### config.mk
export PLATFORM = sky130hd
export DESIGN_NAME = cpu_alu8
export DESIGN_NICKNAME = d
export VERILOG_FILES = /design/src/rtl/cpu_alu8.sv
export SDC_FILE = /design/constraint.sdc
export NUM_CORES = 1
export LEC_CHECK = 0
export CORE_MARGIN = 3
export CORE_UTILIZATION = 50
export DETAILED_ROUTE_END_ITERATION = 16
export DONT_BUFFER_PORTS = 1
export MAX_ROUTING_LAYER = met4
export PLACE_DENSITY = 0.72
export SYNTH_ARGS = -nofsm -noshare
export SYNTH_HDL_FRONTEND = slang
export SYNTH_SLANG_ARGS = --single-unit
### constraint.sdc
create_clock -name vclk -period 7.25
set_input_delay 1.45 -clock vclk [all_inputs]
set_output_delay 1.45 -clock vclk [all_outputs]
set_load 0.01 [all_outputs]
### src/rtl/cpu_alu8.sv
module cpu_alu8 #(
  parameter int W = 8
) (
  input  logic [3:0]   op_sel,
  input  logic [W-1:0] opnd_reg,
  input  logic [W-1:0] opnd_mem,
  input  logic [3:0]   flags_in,
  output logic [W-1:0] result,
  output logic [3:0]   flags_out,
  output logic [3:0]   flags_we
);
  localparam int FN = 3;
  localparam int FZ = 2;
  localparam int FC = 1;
  localparam int FV = 0;

  localparam logic [3:0] OP_ADC = 4'd0, OP_SBC = 4'd1, OP_INC = 4'd2, OP_DEC = 4'd3,
                         OP_AND = 4'd4, OP_OR  = 4'd5, OP_XOR = 4'd6, OP_SHL = 4'd7,
                         OP_SHR = 4'd8, OP_ROL = 4'd9, OP_ROR = 4'd10, OP_CMP = 4'd11;

  logic          use_inv;
  logic          cin;
  logic [W-1:0]  addend;
  logic [W:0]    sum;
  logic          ovf;

  assign use_inv = (op_sel == OP_SBC) || (op_sel == OP_CMP);
  assign addend  = use_inv ? ~opnd_mem : opnd_mem;
  assign cin     = (op_sel == OP_CMP) ? 1'b1 : flags_in[FC];
  assign sum     = {1'b0, opnd_reg} + {1'b0, addend} + {{W{1'b0}}, cin};
  assign ovf     = (opnd_reg[W-1] == addend[W-1]) && (sum[W-1] != opnd_reg[W-1]);

  logic [3:0] newf;

  always_comb begin
    result   = opnd_reg;
    flags_we = 4'b0000;
    newf     = flags_in;
    case (op_sel)
      OP_ADC, OP_SBC: begin
        result   = sum[W-1:0];
        flags_we = 4'b1111;
        newf[FC] = sum[W];
        newf[FV] = ovf;
      end
      OP_CMP: begin
        result   = sum[W-1:0];
        flags_we = 4'b1110;
        newf[FC] = sum[W];
      end
      OP_INC: begin result = opnd_mem + 1'b1; flags_we = 4'b1100; end
      OP_DEC: begin result = opnd_mem - 1'b1; flags_we = 4'b1100; end
      OP_AND: begin result = opnd_reg & opnd_mem; flags_we = 4'b1100; end
      OP_OR:  begin result = opnd_reg | opnd_mem; flags_we = 4'b1100; end
      OP_XOR: begin result = opnd_reg ^ opnd_mem; flags_we = 4'b1100; end
      OP_SHL: begin
        result   = {opnd_mem[W-2:0], 1'b0};
        newf[FC] = opnd_mem[W-1];
        flags_we = 4'b1110;
      end
      OP_SHR: begin
        result   = {1'b0, opnd_mem[W-1:1]};
        newf[FC] = opnd_mem[0];
        flags_we = 4'b1110;
      end
      OP_ROL: begin
        result   = {opnd_mem[W-2:0], flags_in[FC]};
        newf[FC] = opnd_mem[W-1];
        flags_we = 4'b1110;
      end
      OP_ROR: begin
        result   = {flags_in[FC], opnd_mem[W-1:1]};
        newf[FC] = opnd_mem[0];
        flags_we = 4'b1110;
      end
      default: ;
    endcase
    if (flags_we[FN]) newf[FN] = result[W-1];
    if (flags_we[FZ]) newf[FZ] = (result == '0);
  end

  assign flags_out = newf;
endmodule

==> run metrics <==
syn_nets 290; slew at the pin closest to its max-slew limit 0.6306 ns; first-pass GRT wire length 7955 um; share of post-route cells with drive strength above 1 4.566%; Vias 1,744; Crit path max-delay family compound AO/OA/AOI/OAI gates; WP data required 5.80 ns; Setup crit end kind output pin; RePlAce Congestion 0.9512; pwr dens 71.21 nW/um^2; Area contributors post-synth ha_1 (18%), xnor2_1 (10%), o21ai_0 (5.4%), inv_1 (4.5%), nand2_1 (3.6%); num sequential 0; sw frac 57.01%; worst vdd ir 0.00002857 V; Worst setup SP type primary input; crit path max fanout 30; final WL 4922 um; die area 4090 um^2; cell count after synthesis 240; largest net degree at the start of global routing 31; status finished clean; Initial Util 53.68%; WP data arrival 4.64 ns; crit-path cells xnor2_1 > nand3_1 > xnor2_1 > fa_1 > a211oi_1 > o21bai_1 > a2111oi_0 > nor3_1 > xor2_1 > a21o_1 > o31ai_2; area grow syn2layout -3.502%; die width 63.95 um; detailed placer's ending HPWL 3782 um; register area 0 um^2; Final min period 6.090 ns; CP Launch Point op_sel[1]; Max Clk Rate 164.2 MHz; # rows 20; top-area cell type share of the netlist area 17.88%; share of power burned in registers 0%; clkbuf count 0; M1 wire length 2005 um; crit-path max cell delay 0.44 ns; max_cap viols 0; CP endpoint flags_out[2]; Placement Cell Area 1620 um^2; postcts setup bufs 0; final hold violation count 0; yosys warns 0; post-DR wirelength/cell 18.71 um; sequential area share after synthesis 0%; Critical-path top delay cell a2111oi_0; # diodes 0; post_cts resized 0; max layer used met4; GRT Util Overall 24.03%; most common cell after layout, fill and taps aside ha_1; core box area 3128 um^2; Gate power share 100.0%; Post-Syn Area 1679 um^2; Crit Path Category primary input to output pin; DR vias/cell 6.631; Final Power 115.4 uW; Switching Power 65.78 uW; relative slew slack 57.76%; I/O pin count 40; leading area contributor after synthesis ha_1; Cell variety after synth 57; DR DRC count 0; Layout fillers 337; IO Port Bufs 0; part of the power in the clock network 0%; Internal Power 49.60 uW; Max Slew Vio Count 0; RSZ-0062 raised after global routing false; design area 1620 um^2; critical path depth 11; Syn Area/Cell 6.996 um^2; footprint of the multi-input gates 1483 um^2; antenna-violating nets left 0; DR WL met3 610 um; Final setup viols 0; cell mode on critical path xnor2_1; vias in the first global route 1,567; initial antenna violation count 0; TNS Setup 0 ns; height of the die 63.95 um; DR WL met2 2222 um; cts hold-fix bufs 0; DRT Pass-1 Iters 5; commonest cells after routing, fill and taps aside ha_1 (24), inv_1 (20), xnor2_1 (20); Leak Pwr 0.0006820 uW; Hold Path Class primary input to output pin; CP Buf/Inv Count 0; Iteration-0 DRC Markers 282; Final Cycle Share 84.00%; Nets 271; GR Overflow Total 0
-- synth_stat cells (3+ instances only) --
cell type and count:
xor2_1 3, buf_6 3, xnor2_1 20, nand4_1 4, and2_1 4, nand2b_1 3
a21o_1 3, nand2_1 16, a221oi_1 4, a32oi_1 6, a31oi_1 4, nor3_1 5
and3_1 3, a21oi_1 10, nor2b_1 4, buf_2 3, ha_1 24, inv_1 20
nand3_1 6, mux2i_1 5, nor2_1 16, clkbuf_1 12, o21ai_0 18
-- worst min path at each step --
stage	cells past startpoint	slack (ns)	from	to
6_report	2	3.02	flags_in[2]	flags_out[2]
5_1_grt	2	3.02	flags_in[3]	flags_out[3]
4_1_cts	2	3.02	flags_in[2]	flags_out[2]
3_5_place_dp	2	3.02	flags_in[2]	flags_out[2]
3_3_place_gp	2	3.02	flags_in[2]	flags_out[2]
2_1_floorplan	2	3.02	flags_in[2]	flags_out[2]
-- per-layer routing --
metal  global-route usage (%)  up-vias
li1                         -      825
met3                    2.988        9
met2                    37.94      118
met4                    4.582        0
met1                    32.91      792
met5                        -        -
-- stage by stage --
stage / instances / worst slack, ns / hold WS, ns / utilization, %
final: 263 / 1.160 / 3.019 / 51.80
after global routing: 263 / 0.9841 / 3.024 / 51.80
after CTS: 263 / 1.132 / 3.020 / 51.80
after detailed placement: 263 / 1.161 / 3.020 / 51.80
after global placement: 263 / 1.317 / 3.021 / 51.80
after floorplan: 240 / 0.9902 / 3.015 / -
-- cell type report --
class	instances	area share, %
multi-input combinational	197	91.51
inverter	22	5.097
tap	44	3.398
-- power groups by stage --
stage / sequential (uW) / combinational [uW] / clock (uW)
detailed placement: 0 / 114 / 0
finish: 0 / 115 / 0
floorplan: 0 / 104 / 0
CTS: 0 / 114 / 0
global placement: 0 / 113 / 0
global route: 0 / 128 / 0
-- cells by family after synthesis --
logic type                 synth area share, %
muxes                                    4.322
buffers and inverters                    11.70
AOI/OAI and AO/OA                        30.10
adders and majority gates                20.27
and+or+nand+nor                          21.61
xor gates and xnor gates                 12.00
No activity file was read; power rests on OpenSTA's default activity.
